**config.mk**
```make
export PLATFORM = sky130hd
export DESIGN_NAME = tmr16_autoreload
export DESIGN_NICKNAME = d
export VERILOG_FILES = /design/src/rtl/tmr16_pkg.sv /design/src/rtl/tmr_ext_tick.sv /design/src/rtl/tmr_pre_tick.sv /design/src/rtl/tmr_count_core.sv /design/src/rtl/tmr16_autoreload.sv
export SDC_FILE = /design/constraint.sdc
export NUM_CORES = 1
export LEC_CHECK = 0
export ABC_AREA = 1
export BUFFER_PORTS_ARGS = -buffer_cell sky130_fd_sc_hd__buf_2
export CORE_MARGIN = 2
export CORE_UTILIZATION = 25
export DETAILED_ROUTE_END_ITERATION = 10
export PLACE_DENSITY = 0.41
export REMOVE_ABC_BUFFERS = 1
export SLEW_MARGIN = 20
export SYNTH_ARGS = -nofsm -noshare
export SYNTH_HDL_FRONTEND = slang
export SYNTH_SLANG_ARGS = --single-unit
```
**constraint.sdc**
```tcl
create_clock -name clk -period 2.04 [get_ports clk]
set_clock_uncertainty 0.15 [all_clocks]
set_input_delay 0.102 -clock clk [delete_from_list [all_inputs] [get_ports clk]]
set_output_delay 0.102 -clock clk [all_outputs]
set_load 0.03 [all_outputs]
```
**src/rtl/tmr16_pkg.sv**
```systemverilog
package tmr16_pkg;

  localparam int CNT_W = 16;

  localparam logic [2:0] ADR_CTRL   = 3'd0;
  localparam logic [2:0] ADR_RLD_LO = 3'd1;
  localparam logic [2:0] ADR_RLD_HI = 3'd2;
  localparam logic [2:0] ADR_CNT_LO = 3'd3;
  localparam logic [2:0] ADR_CNT_HI = 3'd4;

  localparam int BIT_FLAG = 7;
  localparam int BIT_RUN  = 2;
  localparam int BIT_FAST = 1;
  localparam int BIT_EXT  = 0;

  typedef enum logic [1:0] {
    SRC_SLOW = 2'd0,
    SRC_FAST = 2'd1,
    SRC_EXT  = 2'd2
  } tick_src_e;

  // external select overrides the fast/slow choice
  function automatic tick_src_e pick_src(input logic fast_sel, input logic ext_sel);
    if (ext_sel)       return SRC_EXT;
    else if (fast_sel) return SRC_FAST;
    else               return SRC_SLOW;
  endfunction

  // replace one byte of a 16-bit word
  function automatic logic [CNT_W-1:0] put_byte(input logic [CNT_W-1:0] word,
                                                input logic hi,
                                                input logic [7:0] b);
    logic [CNT_W-1:0] r;
    r = word;
    if (hi) r[15:8] = b;
    else    r[7:0]  = b;
    return r;
  endfunction

  // next count value on a tick
  function automatic logic [CNT_W-1:0] advance(input logic [CNT_W-1:0] cur,
                                               input logic [CNT_W-1:0] rld);
    if (cur == {CNT_W{1'b1}}) return rld;
    else                      return cur + 1'b1;
  endfunction

endpackage

```
**src/rtl/tmr_ext_tick.sv**
```systemverilog
module tmr_ext_tick #(
  parameter int SYNC_STAGES = 2,
  parameter int EDGE_DIV    = 8
) (
  input  logic clk,
  input  logic rst_n,
  input  logic run,
  input  logic ext_osc,
  output logic tick
);
  localparam int DW = (EDGE_DIV > 1) ? $clog2(EDGE_DIV) : 1;
  localparam logic [DW-1:0] LAST = DW'(EDGE_DIV - 1);

  logic [SYNC_STAGES-1:0] sync_q;
  logic                   prev_q;
  logic [DW-1:0]          ecnt_q;
  logic                   rise;

  always_ff @(posedge clk or negedge rst_n) begin
    if (!rst_n) begin
      sync_q <= '0;
      prev_q <= 1'b0;
    end else begin
      sync_q <= {sync_q[SYNC_STAGES-2:0], ext_osc};
      prev_q <= sync_q[SYNC_STAGES-1];
    end
  end

  assign rise = sync_q[SYNC_STAGES-1] & ~prev_q;

  always_ff @(posedge clk or negedge rst_n) begin
    if (!rst_n)       ecnt_q <= '0;
    else if (!run)    ecnt_q <= '0;
    else if (rise)    ecnt_q <= (ecnt_q == LAST) ? '0 : ecnt_q + 1'b1;
  end

  assign tick = run & rise & (ecnt_q == LAST);


  ext_rise_chk: assert property (@(posedge clk) disable iff (!rst_n)
    tick |-> (sync_q[SYNC_STAGES-1] && !prev_q));

endmodule

```
**src/rtl/tmr_pre_tick.sv**
```systemverilog
module tmr_pre_tick #(
  parameter int CLK_DIV = 12
) (
  input  logic clk,
  input  logic rst_n,
  input  logic run,
  output logic tick
);
  localparam int PW = $clog2(CLK_DIV);
  localparam logic [PW-1:0] LAST = PW'(CLK_DIV - 1);

  logic [PW-1:0] pre_q;

  always_ff @(posedge clk or negedge rst_n) begin
    if (!rst_n)    pre_q <= '0;
    else if (!run) pre_q <= '0;
    else           pre_q <= (pre_q == LAST) ? '0 : pre_q + 1'b1;
  end

  assign tick = run & (pre_q == LAST);


  pre_idle_chk: assert property (@(posedge clk) disable iff (!rst_n)
    !run |=> (pre_q == '0));

endmodule

```
**src/rtl/tmr_count_core.sv**
```systemverilog
module tmr_count_core
  import tmr16_pkg::*;
(
  input  logic             clk,
  input  logic             rst_n,
  input  logic             tick,
  input  logic             rld_wr_lo,
  input  logic             rld_wr_hi,
  input  logic             cnt_wr_lo,
  input  logic             cnt_wr_hi,
  input  logic [7:0]       wdata,
  output logic [CNT_W-1:0] cnt,
  output logic [CNT_W-1:0] rld,
  output logic             ovf
);
  logic [CNT_W-1:0] cnt_q, rld_q;
  logic             cnt_wr;

  assign cnt_wr = cnt_wr_lo | cnt_wr_hi;
  assign ovf    = tick & ~cnt_wr & (cnt_q == {CNT_W{1'b1}});

  always_ff @(posedge clk or negedge rst_n) begin
    if (!rst_n)         rld_q <= '0;
    else if (rld_wr_lo) rld_q <= put_byte(rld_q, 1'b0, wdata);
    else if (rld_wr_hi) rld_q <= put_byte(rld_q, 1'b1, wdata);
  end

  always_ff @(posedge clk or negedge rst_n) begin
    if (!rst_n)         cnt_q <= '0;
    else if (cnt_wr_lo) cnt_q <= put_byte(cnt_q, 1'b0, wdata);
    else if (cnt_wr_hi) cnt_q <= put_byte(cnt_q, 1'b1, wdata);
    else if (tick)      cnt_q <= advance(cnt_q, rld_q);
  end

  assign cnt = cnt_q;
  assign rld = rld_q;


  reload_chk: assert property (@(posedge clk) disable iff (!rst_n)
    ovf |=> (cnt_q == $past(rld_q)));


  hold_chk: assert property (@(posedge clk) disable iff (!rst_n)
    (!tick && !cnt_wr) |=> $stable(cnt_q));


  wr_prio_chk: assert property (@(posedge clk) disable iff (!rst_n)
    cnt_wr_lo |=> (cnt_q[7:0] == $past(wdata)));

endmodule

```
**src/rtl/tmr16_autoreload.sv**
```systemverilog
module tmr16_autoreload
  import tmr16_pkg::*;
#(
  parameter int SLOW_DIV    = 12,
  parameter int EXT_DIV     = 8,
  parameter int SYNC_STAGES = 2
) (
  input  logic       clk,
  input  logic       rst_n,
  input  logic       ext_osc,
  input  logic [2:0] reg_addr,
  input  logic       reg_wr,
  input  logic [7:0] reg_wdata,
  output logic [7:0] reg_rdata,
  input  logic       tmr_irq_en,
  input  logic       glb_irq_en,
  output logic       irq,
  output logic       conv_start
);
  logic             run_q, fast_q, ext_q, flag_q, conv_q;
  logic             ctrl_wr;
  logic             slow_tick, ext_tick, tick, ovf;
  logic [CNT_W-1:0] cnt, rld;
  tick_src_e        src;

  assign ctrl_wr = reg_wr && (reg_addr == ADR_CTRL);

  always_ff @(posedge clk or negedge rst_n) begin
    if (!rst_n) begin
      run_q  <= 1'b0;
      fast_q <= 1'b0;
      ext_q  <= 1'b0;
    end else if (ctrl_wr) begin
      run_q  <= reg_wdata[BIT_RUN];
      fast_q <= reg_wdata[BIT_FAST];
      ext_q  <= reg_wdata[BIT_EXT];
    end
  end

  always_ff @(posedge clk or negedge rst_n) begin
    if (!rst_n)       flag_q <= 1'b0;
    else if (ovf)     flag_q <= 1'b1;
    else if (ctrl_wr) flag_q <= reg_wdata[BIT_FLAG];
  end

  always_ff @(posedge clk or negedge rst_n) begin
    if (!rst_n) conv_q <= 1'b0;
    else        conv_q <= ovf;
  end

  tmr_pre_tick #(.CLK_DIV(SLOW_DIV)) u_pre (
    .clk(clk), .rst_n(rst_n), .run(run_q), .tick(slow_tick));

  tmr_ext_tick #(.SYNC_STAGES(SYNC_STAGES), .EDGE_DIV(EXT_DIV)) u_ext (
    .clk(clk), .rst_n(rst_n), .run(run_q), .ext_osc(ext_osc), .tick(ext_tick));

  assign src = pick_src(fast_q, ext_q);

  always_comb begin
    case (src)
      SRC_EXT:  tick = ext_tick;
      SRC_FAST: tick = run_q;
      default:  tick = slow_tick;
    endcase
  end

  tmr_count_core u_core (
    .clk(clk), .rst_n(rst_n), .tick(tick),
    .rld_wr_lo(reg_wr && (reg_addr == ADR_RLD_LO)),
    .rld_wr_hi(reg_wr && (reg_addr == ADR_RLD_HI)),
    .cnt_wr_lo(reg_wr && (reg_addr == ADR_CNT_LO)),
    .cnt_wr_hi(reg_wr && (reg_addr == ADR_CNT_HI)),
    .wdata(reg_wdata), .cnt(cnt), .rld(rld), .ovf(ovf));

  always_comb begin
    case (reg_addr)
      ADR_CTRL:   reg_rdata = {flag_q, 4'b0000, run_q, fast_q, ext_q};
      ADR_RLD_LO: reg_rdata = rld[7:0];
      ADR_RLD_HI: reg_rdata = rld[15:8];
      ADR_CNT_LO: reg_rdata = cnt[7:0];
      ADR_CNT_HI: reg_rdata = cnt[15:8];
      default:    reg_rdata = 8'h00;
    endcase
  end

  assign irq        = flag_q & tmr_irq_en & glb_irq_en;
  assign conv_start = conv_q;


  ext_src_chk: assert property (@(posedge clk) disable iff (!rst_n)
    (ext_q && tick) |-> ext_tick);


  slow_src_chk: assert property (@(posedge clk) disable iff (!rst_n)
    (!ext_q && !fast_q && tick) |-> slow_tick);


  stop_chk: assert property (@(posedge clk) disable iff (!rst_n)
    !run_q |-> !tick);


  flag_keep_chk: assert property (@(posedge clk) disable iff (!rst_n)
    (flag_q && !ctrl_wr) |=> flag_q);


  trig_chk: assert property (@(posedge clk) disable iff (!rst_n)
    ovf |=> (conv_start && flag_q));


  irq_chk: assert property (@(posedge clk) disable iff (!rst_n)
    irq |-> (flag_q && tmr_irq_en && glb_irq_en));

endmodule

```
==> implementation parameters <==
Parameter                              Value

Run status
  Status    completed

Pwr
  Clock power share    26.0%
  P per Cell Area    1050 nW/um2
  Portion of total power attributed to sequential cells    37.8%
  Total leakage power    1.84 nW
  Internal Power    0.00230 W
  Switching power    0.00149 W
  Part of the power in combinational logic    36.2%
  Peak VDD IR    0.000343 V
  Switching share of power    39.2%

Placement
  Number of port buffers    26
  Area post-placement    3320 um2
  Half-perimeter wire length after placement    6830 um
  Gp weighted congestion    0.864

Timing
  Final setup violation count    0
  Setup repair after global routing missed its margin    false
  Highest attainable clock frequency    0.529 GHz
  Setup TNS    0 ps
  Worst slew margin    57.7%
  Final clock period utilization by the worst path    92.7%
  Slew at the pin with the worst max-slew slack    634 ps
  Final Max Slew Viols    0
  Tmin final    1890 ps
  Number of failing hold endpoints at the final stage    0

Setup path
  Source of the worst register-to-register timing path    u_ext.ecnt_q[0]
  Critical Path End Type    register
  Cell type of the slowest stage on the worst timing path    sky130_fd_sc_hd__dfrtp_1
  Biggest cell delay along the critical path    390 ps
  Worst path most repeated cell    sky130_fd_sc_hd__ha_1
  Type of the setup path with the least slack    reg -> reg
  Highest net fanout along the worst path    9
  Ordered list of cells on the worst path    ha_1, ha_1, nand2_1, inv_1, nand4_1, nand3_2, nand2_4, clkinv_4, nor2_1, a21oi_1
  Data required time of the worst path    2050 ps
  Arrival time of data at the critical path endpoint    1910 ps
  FF-to-FF setup slack    150 ps
  Capture instance of the worst register-to-register path    u_core.cnt[1]
  Length in cells of the worst reg-to-reg path    10
  Startpoint type of the worst setup path    register

Synth
  Area of the mapped netlist    2920 um2
  Post-Syn Area per Cell    7.03 um2
  Number of storage elements in the synthesis netlist    47
  Flip-flop cell with the highest count after synthesis    sky130_fd_sc_hd__dfrtp_1
  Gate Count Post-Synth    416
  Top-area cell type share of the netlist area    40.2%
  Most area-consuming cells after synthesis    sky130_fd_sc_hd__dfrtp_1 (40%), sky130_fd_sc_hd__nand2_1 (18%), sky130_fd_sc_hd__nor2_1 (8.6%)
  Number of enable-type register cells in the synthesized netlist    0
  Number of warnings printed during yosys synthesis    0
  Most area-hungry cell type in the Yosys netlist    sky130_fd_sc_hd__dfrtp_1
  Share of async-settable or async-resettable flops after synthesis    100%
  Synth cell types    37
  Sequential-to-total area share from yosys stat    40.2%

GRT
  Global routing met3 resource utilization    2.43%
  Wire length of the first global-routing pass    15200 um
  Overall fraction of global-route tracks in use    15.5%
  Global-route met2 utilization    24.5%
  GRT overflow    0
  Global route hottest layer    met2
  M1 GR Usage    21.9%
  Number of global-route vias before repair    2832
  Pin count of the biggest net entering global routing    48
  Initial antenna violation count    0

Hold path
  Path class of the lowest-slack min-delay path    in -> reg
  Capture endpoint of the worst hold path    u_core.cnt[9]
  Hold Crit Start    reg_wdata[1]
  Number of instances on the worst hold path    5

Cells and area
  Layout cell share with drive strength beyond 1    16.4%
  Filler Cell Count    1270
  Number of nets in the layout    489
  Number of diodes added for antenna fixing    0
  Layout-stage area growth over the synthesis result    22.9%
  Post-route cell area    3590 um2
  Layout Utilization    31.5%

Die
  Area of the core region    11400 um2
  Initial cell density of the core    25.6%
  Standard-cell rows    39
  Die Span X    112 um
  Die area    12600 um2
  Vert. Die Dim    112 um
  Count of pins on the block boundary    27

Routing
  Drt initial violations    151
  WL/cell    15.1 um
  Total iterations of the first detailed-routing run    4
  Number of vias per cell after detailed routing    4.56
  Antenna-violating nets left    0
  Detailed-route DRC error count    0
  Total Wirelength    9240 um
  Vias post-DR    2790

CTS
  Clk slew on worst S/H paths    70 ps
  Sink Count    47
  Clock root buffer master    sky130_fd_sc_hd__clkbuf_16
  H-tree depth    2
  Clock tree from TritonCTS    done
  Number of buffers added by the clock tree synthesis step    5
  Worst-skew pair later-pin latency    290 ps
  Largest buffer count on any clock path    2

Flow run
  Number of violations of the max-capacitance limit    0
cell usage after synthesis, types with 4 or more instances:
library cell and count:
sky130_fd_sc_hd__nor2_1 67, sky130_fd_sc_hd__nand2_1 140, sky130_fd_sc_hd__inv_1 39, sky130_fd_sc_hd__nand3_1 24, sky130_fd_sc_hd__o21ai_1 4, sky130_fd_sc_hd__dfrtp_1 47, sky130_fd_sc_hd__ha_1 4, sky130_fd_sc_hd__o2111ai_1 6
sky130_fd_sc_hd__nand4_1 9, sky130_fd_sc_hd__a21oi_1 10, sky130_fd_sc_hd__o21ai_0 23, sky130_fd_sc_hd__buf_2 4
worst max path at each step:
stage | start | to | slack, ps | depth (start not counted)
2_1_floorplan | u_ext.ecnt_q[0] | u_core.cnt[10] | 300 | 10
3_3_place_gp | u_ext.ecnt_q[0] | u_core.cnt[14] | 220 | 11
3_5_place_dp | u_ext.ecnt_q[0] | u_core.cnt[11] | 160 | 11
4_1_cts | u_ext.ecnt_q[0] | u_core.cnt[11] | 150 | 11
5_1_grt | u_ext.ecnt_q[0] | u_core.cnt[4] | 2 | 10
6_report | u_ext.ecnt_q[0] | u_core.cnt[1] | 150 | 10
metrics by stage:
step | hold slack, ps | power (W) | worst slack, ps | instances
2_1_floorplan | -344 | 0.00229 | 295 | 408
3_3_place_gp | 62.9 | 0.00281 | 220 | 595
3_5_place_dp | 66.6 | 0.00281 | 164 | 595
4_1_cts | 12.7 | 0.00382 | 147 | 610
5_1_grt | 68.8 | 0.00411 | 2.23 | 612
6_report | 14.4 | 0.00379 | 149 | 612
cell type report:
| class | instances | area, um2 | area share, % |
|---|---|---|---|
| multi-input combinational | 316 | 1510 | 42.0 |
| sequential | 47 | 1180 | 32.7 |
| timing repair buffer | 53 | 375 | 10.4 |
| inverter | 45 | 179 | 4.98 |
| tap | 143 | 179 | 4.98 |
| clock buffer | 6 | 139 | 3.86 |
| clock inverter | 2 | 35.0 | 0.975 |
state kept, by name (all words and copies together), names as in the netlist:
| signal | cells |
|---|---|
| u_ext.ecnt_q | 3 |
| flag_q | 1 |
| u_ext.prev_q | 1 |
| conv_start | 1 |
| u_pre.pre_q | 4 |
| u_core.rld | 16 |
| u_core.cnt | 16 |
| fast_q | 1 |
| run_q | 1 |
| u_ext.sync_q | 2 |
| ext_q | 1 |
logic make-up after synthesis:
| family | Yosys count | synth area share (%) |
|---|---|---|
| flip-flops | 47 | 40.2 |
| multiplexers | 1 | 0.342 |
| adder cells (fa/ha/maj) | 4 | 1.71 |
| AND/OR/NAND/NOR | 257 | 38.0 |
| buffers and inverters | 53 | 8.22 |
| AO/OA/AOI/OAI | 49 | 10.1 |
| XOR/XNOR | 5 | 1.50 |
worst max-delay path: cells and delay by family (launching register included):
kind,cells,cell delay (ps)
AND/OR/NAND/NOR,5,580
flip-flops,1,390
buffers and inverters,2,170
AO/OA/AOI/OAI,1,70
adder cells (fa/ha/maj),2,420
layer usage:
metal,share of wire (%),wire length (um)
met2,45,4170
met4,1.6,150
met5,0,0
met1,48,4440
met3,5.1,471
power groups by stage:
| stage | combinational, W | clock, W | sequential (W) |
|---|---|---|---|
| after floorplan | 0.000901 | 0 | 0.00139 |
| after global placement | 0.00136 | 0 | 0.00145 |
| after detailed placement | 0.00136 | 0 | 0.00145 |
| after CTS | 0.00138 | 0.00102 | 0.00143 |
| after global routing | 0.00158 | 0.00106 | 0.00147 |
| final | 0.00137 | 0.000984 | 0.00143 |
layout by cell type (no fill, tap or decap), types with 4 or more instances in the layout:
cell type / instances
sky130_fd_sc_hd__nand2_1: 139
sky130_fd_sc_hd__nand4_1: 9
sky130_fd_sc_hd__inv_1: 39
sky130_fd_sc_hd__buf_2: 26
sky130_fd_sc_hd__a21oi_1: 10
sky130_fd_sc_hd__ha_1: 4
sky130_fd_sc_hd__dfrtp_1: 47
sky130_fd_sc_hd__buf_4: 18
sky130_fd_sc_hd__o21ai_1: 4
sky130_fd_sc_hd__nor2_1: 67
sky130_fd_sc_hd__dlygate4sd3_1: 7
sky130_fd_sc_hd__nand3_1: 24
sky130_fd_sc_hd__clkbuf_16: 5
sky130_fd_sc_hd__o2111ai_1: 6
sky130_fd_sc_hd__o21ai_0: 23
repair_timing:
action | CTS | global route
hold buffers | 7 | 0
resized for setup | 0 | 1
hold endpoints to repair | 59 | 0
buffers inserted | 0 | 2
endpoints found under the setup margin | 0 | 11
Note: power is estimated with default switching activity, not from simulation.
